===== src/rtl/segdisp_pkg.sv =====
package segdisp_pkg;
  localparam int SEG_W = 7;
  localparam int NIB_W = 4;
  localparam logic [SEG_W-1:0] SEG_BLANK = 7'b1111111;

  // active-low pattern, segment a in bit 6 .. g in bit 0
  function automatic logic [SEG_W-1:0] hex_to_seg(input logic [NIB_W-1:0] v);
    logic [SEG_W-1:0] p;
    case (v)
      4'h0: p = 7'b0000001;
      4'h1: p = 7'b1001111;
      4'h2: p = 7'b0010010;
      4'h3: p = 7'b0000110;
      4'h4: p = 7'b1001100;
      4'h5: p = 7'b0100100;
      4'h6: p = 7'b0100000;
      4'h7: p = 7'b0001111;
      4'h8: p = 7'b0000000;
      4'h9: p = 7'b0000100;
      4'hA: p = 7'b0001000;
      4'hB: p = 7'b1100000;
      4'hC: p = 7'b0110001;
      4'hD: p = 7'b1000010;
      4'hE: p = 7'b0110000;
      default: p = 7'b0111000;
    endcase
    return p;
  endfunction
endpackage


===== src/rtl/state_index_enc.sv =====
module state_index_enc #(
  parameter int STATE_W = 11,
  parameter int IDX_W   = $clog2(STATE_W)
) (
  input  logic [STATE_W-1:0] state_vec,
  output logic [IDX_W-1:0]   idx,
  output logic               idx_valid
);
  logic [STATE_W-1:0][IDX_W-1:0] terms;

  // each set bit contributes its own position; OR of all terms
  for (genvar i = 0; i < STATE_W; i++) begin : g_term
    assign terms[i] = state_vec[i] ? IDX_W'(i) : '0;
  end

  always_comb begin
    idx = '0;
    for (int i = 0; i < STATE_W; i++) idx = idx | terms[i];
  end

  assign idx_valid = $onehot(state_vec);
endmodule


===== src/rtl/hex_seg_dec.sv =====
module hex_seg_dec
  import segdisp_pkg::*;
(
  input  logic [NIB_W-1:0] nib,
  output logic [SEG_W-1:0] seg
);
  assign seg = hex_to_seg(nib);
endmodule


===== src/rtl/digit_scan_mux.sv =====
module digit_scan_mux
  import segdisp_pkg::*;
#(
  parameter int SEL_W  = 2,
  parameter int DIGITS = 1 << SEL_W
) (
  input  logic [SEL_W-1:0]             sel,
  input  logic [DIGITS-1:0][SEG_W-1:0] pats,
  output logic [DIGITS-1:0]            an_n,
  output logic [SEG_W-1:0]             seg_n
);
  always_comb begin
    for (int n = 0; n < DIGITS; n++) an_n[n] = (sel != SEL_W'(n));
    seg_n = pats[sel];
  end
endmodule


===== src/rtl/seg_state_display.sv =====
module seg_state_display
  import segdisp_pkg::*;
#(
  parameter int STATE_W = 11,
  parameter int SEL_W   = 2
) (
  input  logic                   rst,
  input  logic [STATE_W-1:0]     state_vec,
  input  logic [SEL_W-1:0]       scan_tap,
  output logic [(1<<SEL_W)-1:0]  an_n,
  output logic [SEG_W-1:0]       seg_n
);
  localparam int DIGITS     = 1 << SEL_W;
  localparam int HEX_DIGITS = DIGITS - 1;
  localparam int PAD_W      = NIB_W * HEX_DIGITS;
  localparam int IDX_W      = $clog2(STATE_W);

  logic [PAD_W-1:0]             padded;
  logic [DIGITS-1:0][SEG_W-1:0] digit_pat;
  logic [IDX_W-1:0]             idx;
  logic                         idx_valid;
  logic [SEG_W-1:0]             idx_seg;

  assign padded = PAD_W'(state_vec);

  // raw code: digit k+1 shows nibble k
  for (genvar k = 0; k < HEX_DIGITS; k++) begin : g_hex
    hex_seg_dec u_hex (.nib(padded[NIB_W*k +: NIB_W]), .seg(digit_pat[k+1]));
  end

  state_index_enc #(.STATE_W(STATE_W), .IDX_W(IDX_W)) u_enc (
    .state_vec(state_vec), .idx(idx), .idx_valid(idx_valid)
  );

  hex_seg_dec u_idx (.nib(NIB_W'(idx)), .seg(idx_seg));
  assign digit_pat[0] = idx_valid ? idx_seg : SEG_BLANK;

  digit_scan_mux #(.SEL_W(SEL_W), .DIGITS(DIGITS)) u_mux (
    .sel(scan_tap), .pats(digit_pat), .an_n(an_n), .seg_n(seg_n)
  );

  always_comb begin
    if (!rst) begin

      anode_onehot_chk: assert ($onehot(~an_n));

      anode_match_chk: assert (an_n[scan_tap] == 1'b0);

      blank_index_chk: assert ($onehot(state_vec) || an_n[0] || seg_n == SEG_BLANK);

      index_hit_chk: assert (!idx_valid || (int'(idx) < STATE_W && state_vec[idx]));

      hex_lit_chk: assert (an_n[1] || seg_n != SEG_BLANK);
    end
  end
endmodule


===== config.mk =====
export PLATFORM = sky130hd
export DESIGN_NAME = seg_state_display
export DESIGN_NICKNAME = d
export VERILOG_FILES = /design/src/rtl/segdisp_pkg.sv /design/src/rtl/state_index_enc.sv /design/src/rtl/hex_seg_dec.sv /design/src/rtl/digit_scan_mux.sv /design/src/rtl/seg_state_display.sv
export SDC_FILE = /design/constraint.sdc
export NUM_CORES = 1
export LEC_CHECK = 0
export ABC_AREA = 1
export BUFFER_PORTS_ARGS = -buffer_cell sky130_fd_sc_hd__buf_4
export CORE_MARGIN = 2
export CORE_UTILIZATION = 63
export DETAILED_ROUTE_END_ITERATION = 7
export PLACE_DENSITY = 0.86
export SLEW_MARGIN = 25
export SYNTH_ARGS = -nofsm -noshare
export SYNTH_HDL_FRONTEND = slang
export SYNTH_HIERARCHICAL = 1
export SYNTH_SLANG_ARGS = --single-unit
export TNS_END_PERCENT = 20

===== constraint.sdc =====
create_clock -name vclk -period 4.3
set_input_delay 0 -clock vclk [all_inputs]
set_output_delay 0 -clock vclk [all_outputs]
set_load 0.03 [all_outputs]

==> metrics.yaml, run 1 <==
cts:
  ctsResizeCount: 0
  hold_buffers: 0
  cts_setup_buffers: 0
synthesis:
  netlist_top_cells_area: "nand2_1 31%, ha_1 24%, nand3_1 11%"
  yosys_warnings: 6
  synthDominantCellAreaShare_pct: 30.9
  synth_cells: 332
  yosysTopAreaCell: "nand2_1"
  ys_seq_area_share_pct: 0
  netlist_area_um2: 1850
  synth.distinct_cells: 20
  synth_fp_nets: 387
  avgSynthCellArea_um2: 5.57
floorplan:
  die_x_um: 58.2
  dieHeight_um: 58.2
  core_um2: 2780
  initial_core_util_pct: 66.5
  io_pins: 25
  die_area_um2: 3380
  row_count: 19
setup_path:
  cp_max_fo: 7
  crit_arrival_ns: 3.31
  end_kind: "output port"
  crit_type: "in2out"
  crit_path_start: "state_vec[0]"
  crit_required_ns: 4.30
  startpoint_type: "input port"
grt:
  grt_pass1_wl_mm: 6.32
  grt-ovfl-total: 0
  antenna_found_initial: 0
  grt_usage_pct: 22.4
  grt.met3_usage_pct: 0
  grt_max_degree: 18
  grt-busiest-layer: "met2"
  grt_use_met1_pct: 28.9
  grtUsageMet2_pct: 43.5
  grt_pass1_vias: 1560
layout:
  mostFrequentLayoutCell: "nand2_1"
  n_clock_buffer: 0
  mostFrequentLayoutCells: "152 x nand2_1, 52 x inv_1, 41 x nand3_1"
  n_antenna_cell: 0
  layout.cells.non_filler: 375
  area_growth_pct: 5.41
  multi_input_area_um2: 1500
  design.seq.count: 0
  nets: 401
  drive_gt1_share_pct: 12.5
  seq_area_um2: 0
  fill_cells: 273
  utilization_pct: 70.1
power_and_ir_drop:
  clkPwrFrac_pct: 0
  ir_drop_uv: 106
  internal_power_uw: 93.6
  power.density_nw_per_um2: 130
  total_power_uw: 254
  power.switching_uw: 160
  p_leak_nw: 1.28
  power_frac_seq_pct: 0
  combinationalPowerShare_pct: 100.0
  swShare_pct: 63.1
route:
  drt_first_pass_iters: 4
  ant_nets: 0
  viasPerCell: 4.97
  totalWireLength_mm: 3.66
  drcViolationCount: 0
  vias: 1862
  dr.first_iter.drc_count: 95
  wl_per_cell_um: 9.75
placement:
  placed_cells: 375
  hpwl_mm: 3.05
  pre_cts_ws_ns: 0.951
  port_buffers: 24
  gp_congestion: 0.866
sta:
  fin_setup_tns_ns: 0
  period_share_pct: 77.0
  clock.fmax_mhz: 302
  hold_viol: 0
  period_needed_ns: 3.31
  slew_violations: 0
  setup_ws_ns: 0.987
  setup_viol_count_final: 0
  rsz0062_at_grt: "false"
min_path:
  hp-start: "scan_tap[1]"
  hp-class: "in2out"
flow_run:
  cap_violations: 0
outcome:
  status: "complete, no violations"
## cells in the mapped netlist, types with 2 or more instances
cell,count
o21ai_0,4
inv_2,4
inv_1,52
o21ai_1,5
fa_1,6
nand4_1,2
buf_2,4
o21ai_2,3
nand3_1,41
nand2_2,8
nand2_1,152
ha_1,35
nor2_1,3
buf_6,7
## per-stage QoR
step / hold WS, ns / cell area, um^2
after CTS: 0.372 / 1950
after global placement: 0.373 / 1950
final: 0.371 / 1950
after global routing: 0.395 / 1950
after detailed placement: 0.371 / 1950
after floorplan: 0.310 / 1850
## power groups by stage
stage               clock (mW)  sequential, mW  combinational (mW)
finish                       0               0               0.254
global route                 0               0               0.288
CTS                          0               0               0.256
detailed placement           0               0               0.255
global placement             0               0               0.248
floorplan                    0               0               0.194
## final timing paths
| path | end | cells past startpoint |
|---|---|---|
| worst min-delay path | an_n[2] | 3 |
| worst max-delay path | seg_n[3] | 20 |
## area by class of cell
cell class         instances  area share, %
well taps                 31           1.99
inverters                 58           11.8
repair buffers            24           9.24
multi-input cells        262           77.0
## cells by family after synthesis
logic type	after synthesis	share of synthesized area (%)
and+or+nand+nor	208	46.9
buffers and inverters	70	18.9
adders and majority gates	41	30.2
AOI/OAI and AO/OA	12	3.86
other	1	0.203
## metal layers
metal,part of all wire [%],wire [um]
met5,0,0
met3,1.8,67
met4,0.38,14
met1,47,1710
met2,51,1870
## critical path, stage by stage
cell,delay [ns]
buf_4,0.12
inv_1,0.07
fa_1,0.53
inv_1,0.05
ha_1,0.18
ha_1,0.27
inv_1,0.04
fa_1,0.47
inv_1,0.05
ha_1,0.20
fa_1,0.44
inv_1,0.07
nand3_1,0.08
nor2_2,0.25
nand2_1,0.12
nand2_2,0.07
nand2_1,0.04
nand2_1,0.05
nand2_1,0.04
buf_4,0.16
Power figures use the tool's default switching activity.
==> run 2, diff against run 1 <==
CORE_UTILIZATION = 56   (was 63)
PLACE_DENSITY = 0.81   (was 0.86)
clock period = 2.8 ns   (was 4.3 ns; I/O delays follow)
==> run 2 against run 1 <==
The run now ends with setup timing left; die area grew 12%; via count up 5.2%; design area grew 14%; count of clock-buffer cells in the layout stayed put; first-iteration DRC count grew 38%; routed wire length is 18% higher; combinational power increased by 94%; critical path type unchanged; largest power group unchanged; highest routed layer unchanged.
==> metrics.yaml, run 2 (synthesis results as in run 1) <==
placement:
  gp_congestion: 0.874  # +0.89%
  placed_area_um2: 2110  # +8.0%
  hpwl_mm: 3.53  # +16%
  port_buffers: 24  # unchanged
  pre_cts_ws_ns: -0.351  # -1.30 ns
  placed_cells: 396  # +5.6%
grt:
  grt-ovfl-total: 0  # unchanged
  antenna_found_initial: 0  # unchanged
  grt_max_degree: 18  # unchanged
  grt_pass1_wl_mm: 7.18  # +14%
  grt_pass1_vias: 1716  # +10%
  grt_usage_pct: 24.0  # +1.6 points
floorplan:
  io_pins: 25  # unchanged
  die_x_um: 61.5  # +5.6%
  initial_core_util_pct: 59.6  # -6.9 points
  dieHeight_um: 61.5  # +5.6%
  row_count: 20  # +1
  core_um2: 3100  # +12%
  die_area_um2: 3780  # +12%
layout:
  mostFrequentLayoutCell: "nand2_1"
  fin_area_um2: 2220  # +14%
  design.seq.count: 0  # unchanged
  mostFrequentLayoutCells: "125 x nand2_1, 47 x inv_1, 40 x nand3_1"
  seq_area_um2: 0  # unchanged
  utilization_pct: 71.6  # +1.5 points
  n_clock_buffer: 0  # unchanged
  fill_cells: 298  # +9.2%
  nets: 409  # +2.0%
  area_growth_pct: 20.1
  layout.cells.non_filler: 396  # +5.6%
  multi_input_area_um2: 1660  # +10%
  drive_gt1_share_pct: 25.3  # +13 points
  n_antenna_cell: 0  # unchanged
power_and_ir_drop:
  power.density_nw_per_um2: 222  # +70%
  p_leak_nw: 1.34  # +4.6%
  total_power_uw: 493  # +94%
  ir_drop_uv: 148  # +40%
route:
  dr.first_iter.drc_count: 131  # +38%
  drcViolationCount: 0  # unchanged
  drt_first_pass_iters: 4  # unchanged
  totalWireLength_mm: 4.30  # +18%
  wl_per_cell_um: 10.9  # +11%
  vias: 1959  # +5.2%
  viasPerCell: 4.95  # -0.37%
  ant_nets: 0  # unchanged
setup_path:
  end_kind: "output port"
  startpoint_type: "input port"
  cp_max_fo: 7  # unchanged
  crit_arrival_ns: 3.07  # -0.24 ns
  crit_required_ns: 2.80  # -1.50 ns
  crit_type: "in2out"
min_path:
  min_path_cells: 3  # unchanged
  hp-class: "in2out"
  min_to: "an_n[3]"
  hp-start: "scan_tap[1]"
sta:
  rsz0062_at_grt: "true"
  slew_violations: 0  # unchanged
  period_share_pct: 110
  hold_viol: 0  # unchanged
  fin_setup_tns_ns: -1.77  # -1.77 ns
  setup_viol_count_final: 7  # +7
  period_needed_ns: 3.07
  clock.fmax_mhz: 326
  setup_ws_ns: -0.269  # -1.26 ns
  hold_slack_ns: 0.385  # +0.0136 ns
outcome:
  failed_checks: "setup timing"
  status: "complete, but fails checks"
flow_run:
  cap_violations: 0  # unchanged
cts:
  hold_buffers: 0  # unchanged
-- run 2: critical path, stage by stage --
cell and delay (ns):
buf_8 0.08, inv_4 0.03, fa_1 0.54, inv_2 0.04, ha_4 0.15, ha_4 0.25
inv_2 0.03, fa_1 0.47, inv_1 0.04, ha_2 0.17, fa_1 0.43, inv_1 0.07
nand3_2 0.08, nor2_4 0.22, nand2_2 0.09, nand2_2 0.07, nand2_2 0.05, nand2_2 0.07
nand2_4 0.05, buf_6 0.13
-- run 2: what timing repair did --
action | in CTS | in global routing
buffers inserted | 0 | 0
endpoints found under the hold margin | 0 | 0
setup endpoints to repair | 7 | 7
gates resized for setup | 18 | 17
pin swaps | 25 | 14
-- run 2: layer usage --
| layer | vias to the layer above | wire length [um] | GRT usage, % |
|---|---|---|---|
| met5 | - | 0 | 0 |
| met4 | 0 | 15 | 2.43 |
| met1 | 872 | 2020 | 32.9 |
| met3 | 2 | 122 | 0.210 |
| met2 | 44 | 2140 | 43.8 |
| li1 | 1041 | - | - |
-- run 2: cell type report --
cell class,count,share of cell area (%)
multi-input combinational,262,74.5
inverter,58,10.5
timing repair buffer,32,12.5
tap,44,2.48
-- run 2: how the worst max path moves through the flow --
stage                     to  depth (start not counted)  slack (ns)          from
global route        seg_n[3]                         20       -0.41  state_vec[3]
floorplan           seg_n[0]                         18       0.009  state_vec[0]
detailed placement  seg_n[1]                         20       -0.35  state_vec[0]
CTS                 seg_n[0]                         20       -0.30  state_vec[3]
finish              seg_n[1]                         20       -0.27  state_vec[3]
global placement    seg_n[0]                         20       -0.28  state_vec[0]
-- run 2: where the power goes --
| group | switching (mW) | internal [mW] | leakage [nW] |
|---|---|---|---|
| sequential | 0 | 0 | 0 |
| clock | 0 | 0 | 0 |
| combinational | 0.300 | 0.193 | 1.34 |
==> run 3, diff against run 2 <==
CORE_UTILIZATION = 45   (was 56)
PLACE_DENSITY = 0.67   (was 0.81)
==> run 3 against run 2 <==
The run still ends with setup timing left; first-iteration DRC count is 12% lower; die area grew 23%; sequential cell count is the same; non-clock buffer count up 1; combinational power fell by 4%; routed wire length increased by 2.3%; power fell by 3.9%; design area is 1.2% lower; count of clock-buffer cells in the layout unchanged; worst hold slack got worse by 0.0055 ns; critical path depth unchanged; critical path type unchanged; highest routed layer unchanged.
==> metrics.yaml, run 3 (synthesis results as in run 1) <==
route:
  dr.first_iter.drc_count: 115  # -12%
  viasPerCell: 4.70  # -5.0%
  wl_met1_mm: 2.19  # +8.6%
  drcViolationCount: 0  # unchanged
  wl_per_cell_um: 10.9  # +0.48%
  met2_length_mm: 2.09  # -2.4%
  totalWireLength_mm: 4.40  # +2.3%
  top_layer_used: "met4"
  vias: 1893  # -3.4%
  drt_first_pass_iters: 4  # unchanged
  ant_nets: 0  # unchanged
  wl_met3_um: 90  # -26%
sta:
  slew_violations: 0  # unchanged
  setup_ws_ns: -0.230  # +0.0391 ns
  fin_setup_tns_ns: -1.53  # +0.234 ns
  hold_viol: 0  # unchanged
  period_share_pct: 108  # -1.4 points
  period_needed_ns: 3.03  # -0.0391 ns
  setup_viol_count_final: 7  # unchanged
  clock.fmax_mhz: 330  # +1.3%
  hold_slack_ns: 0.379  # -0.00552 ns
  rsz0062_at_grt: "true"
grt:
  grt_pass1_wl_mm: 7.28  # +1.4%
  grt_usage_pct: 20.0  # -4.0 points
  grt-ovfl-total: 0  # unchanged
  grt_pass1_vias: 1678  # -2.2%
  grt_max_degree: 18  # unchanged
  antenna_found_initial: 0  # unchanged
layout:
  fin_area_um2: 2190  # -1.2%
  mostFrequentLayoutCells: "134 x nand2_1, 48 x inv_1, 40 x nand3_1"
  fill_cells: 433  # +45%
  n_clock_buffer: 0  # unchanged
  drive_gt1_share_pct: 22.7  # -2.6 points
  layout.cells.non_filler: 403  # +1.8%
  mostFrequentLayoutCell: "nand2_1"
  n_antenna_cell: 0  # unchanged
  area_growth_pct: 18.6
  seq_area_um2: 0  # unchanged
  design.seq.count: 0  # unchanged
  nets: 410  # +0.24%
  utilization_pct: 55.2  # -16 points
power_and_ir_drop:
  total_power_uw: 473  # -3.9%
  p_leak_nw: 1.34  # -0.15%
  ir_drop_uv: 93.4  # -37%
  power_frac_seq_pct: 0  # unchanged
  clkPwrFrac_pct: 0  # unchanged
  power.switching_uw: 287  # -4.2%
  swShare_pct: 60.7  # -0.18 points
  power.density_nw_per_um2: 216  # -2.7%
  internal_power_uw: 186  # -3.5%
  combinationalPowerShare_pct: 100.0  # about the same
setup_path:
  crit_type: "in2out"
  startpoint_type: "input port"
  crit_arrival_ns: 3.03  # -0.04 ns
  crit_required_ns: 2.80  # about the same
  crit_path_start: "state_vec[0]"
  cp_max_fo: 7  # unchanged
  end_kind: "output port"
floorplan:
  die_x_um: 68.1  # +11%
  initial_core_util_pct: 46.6  # -13 points
  die_area_um2: 4640  # +23%
  row_count: 23  # +15%
  core_um2: 3970  # +28%
  dieHeight_um: 68.1  # +11%
  io_pins: 25  # unchanged
min_path:
  hp-class: "in2out"
  hp-start: "scan_tap[1]"
cts:
  cts_setup_buffers: 0  # unchanged
  hold_buffers: 0  # unchanged
placement:
  placed_cells: 403  # +1.8%
  pre_cts_ws_ns: -0.332  # +0.0187 ns
  placed_area_um2: 2120  # +0.71%
  port_buffers: 24  # unchanged
  gp_congestion: 0.824  # -5.7%
  hpwl_mm: 3.65  # +3.5%
outcome:
  failed_checks: "setup timing"
  status: "complete, but fails checks"
flow_run:
  cap_violations: 0  # unchanged
## run 3: changes by cell type in the layout (fill, tap and decap cells not counted), sizes merged
cell | previous run | this run
buf | 32 | 33
## run 3: area by class of cell
cell class                      count  area (um^2)  share of cell area [%]
Tap cell                           50         62.6                    2.85
Inverter                           58          230                    10.5
Timing Repair Buffer               33          278                    12.7
Multi-Input combinational cell    262         1620                    74.0
## run 3: critical path: stages
cell and delay, ns:
buf_6 0.07, inv_2 0.03, fa_1 0.53, inv_1 0.05, ha_2 0.18, ha_4 0.26, inv_2 0.03, fa_1 0.47
inv_1 0.04, ha_2 0.17, fa_1 0.42, inv_1 0.08, nand3_2 0.08, nor2_4 0.16, nand2_1 0.08, nand2_2 0.06
nand2_1 0.05, nand2_2 0.08, nand2_4 0.05, buf_6 0.13
## run 3: path summary, 6_finish.rpt
kind,end,slack (ns),cells past startpoint
max,seg_n[3],-0.23,20
min,an_n[2],0.38,3
## run 3: metal layers
| layer | vias to the layer above | track usage, % |
|---|---|---|
| met5 | - | 0 |
| met4 | 0 | 1.00 |
| met3 | 2 | 0 |
| met2 | 29 | 36.3 |
| met1 | 825 | 27.7 |
| li1 | 1037 | - |
## run 3: power groups by stage
stage | Sequential [mW] | Clock [mW] | Combinational, mW
after global placement | 0 | 0 | 0.438
final | 0 | 0 | 0.473
after floorplan | 0 | 0 | 0.337
after CTS | 0 | 0 | 0.471
after detailed placement | 0 | 0 | 0.443
after global routing | 0 | 0 | 0.530
## run 3: timing repair
action,4_1_cts,5_1_grt
cloned,0,0
gates resized for setup,19,2
pin swaps,12,3
setup endpoints to repair,7,7
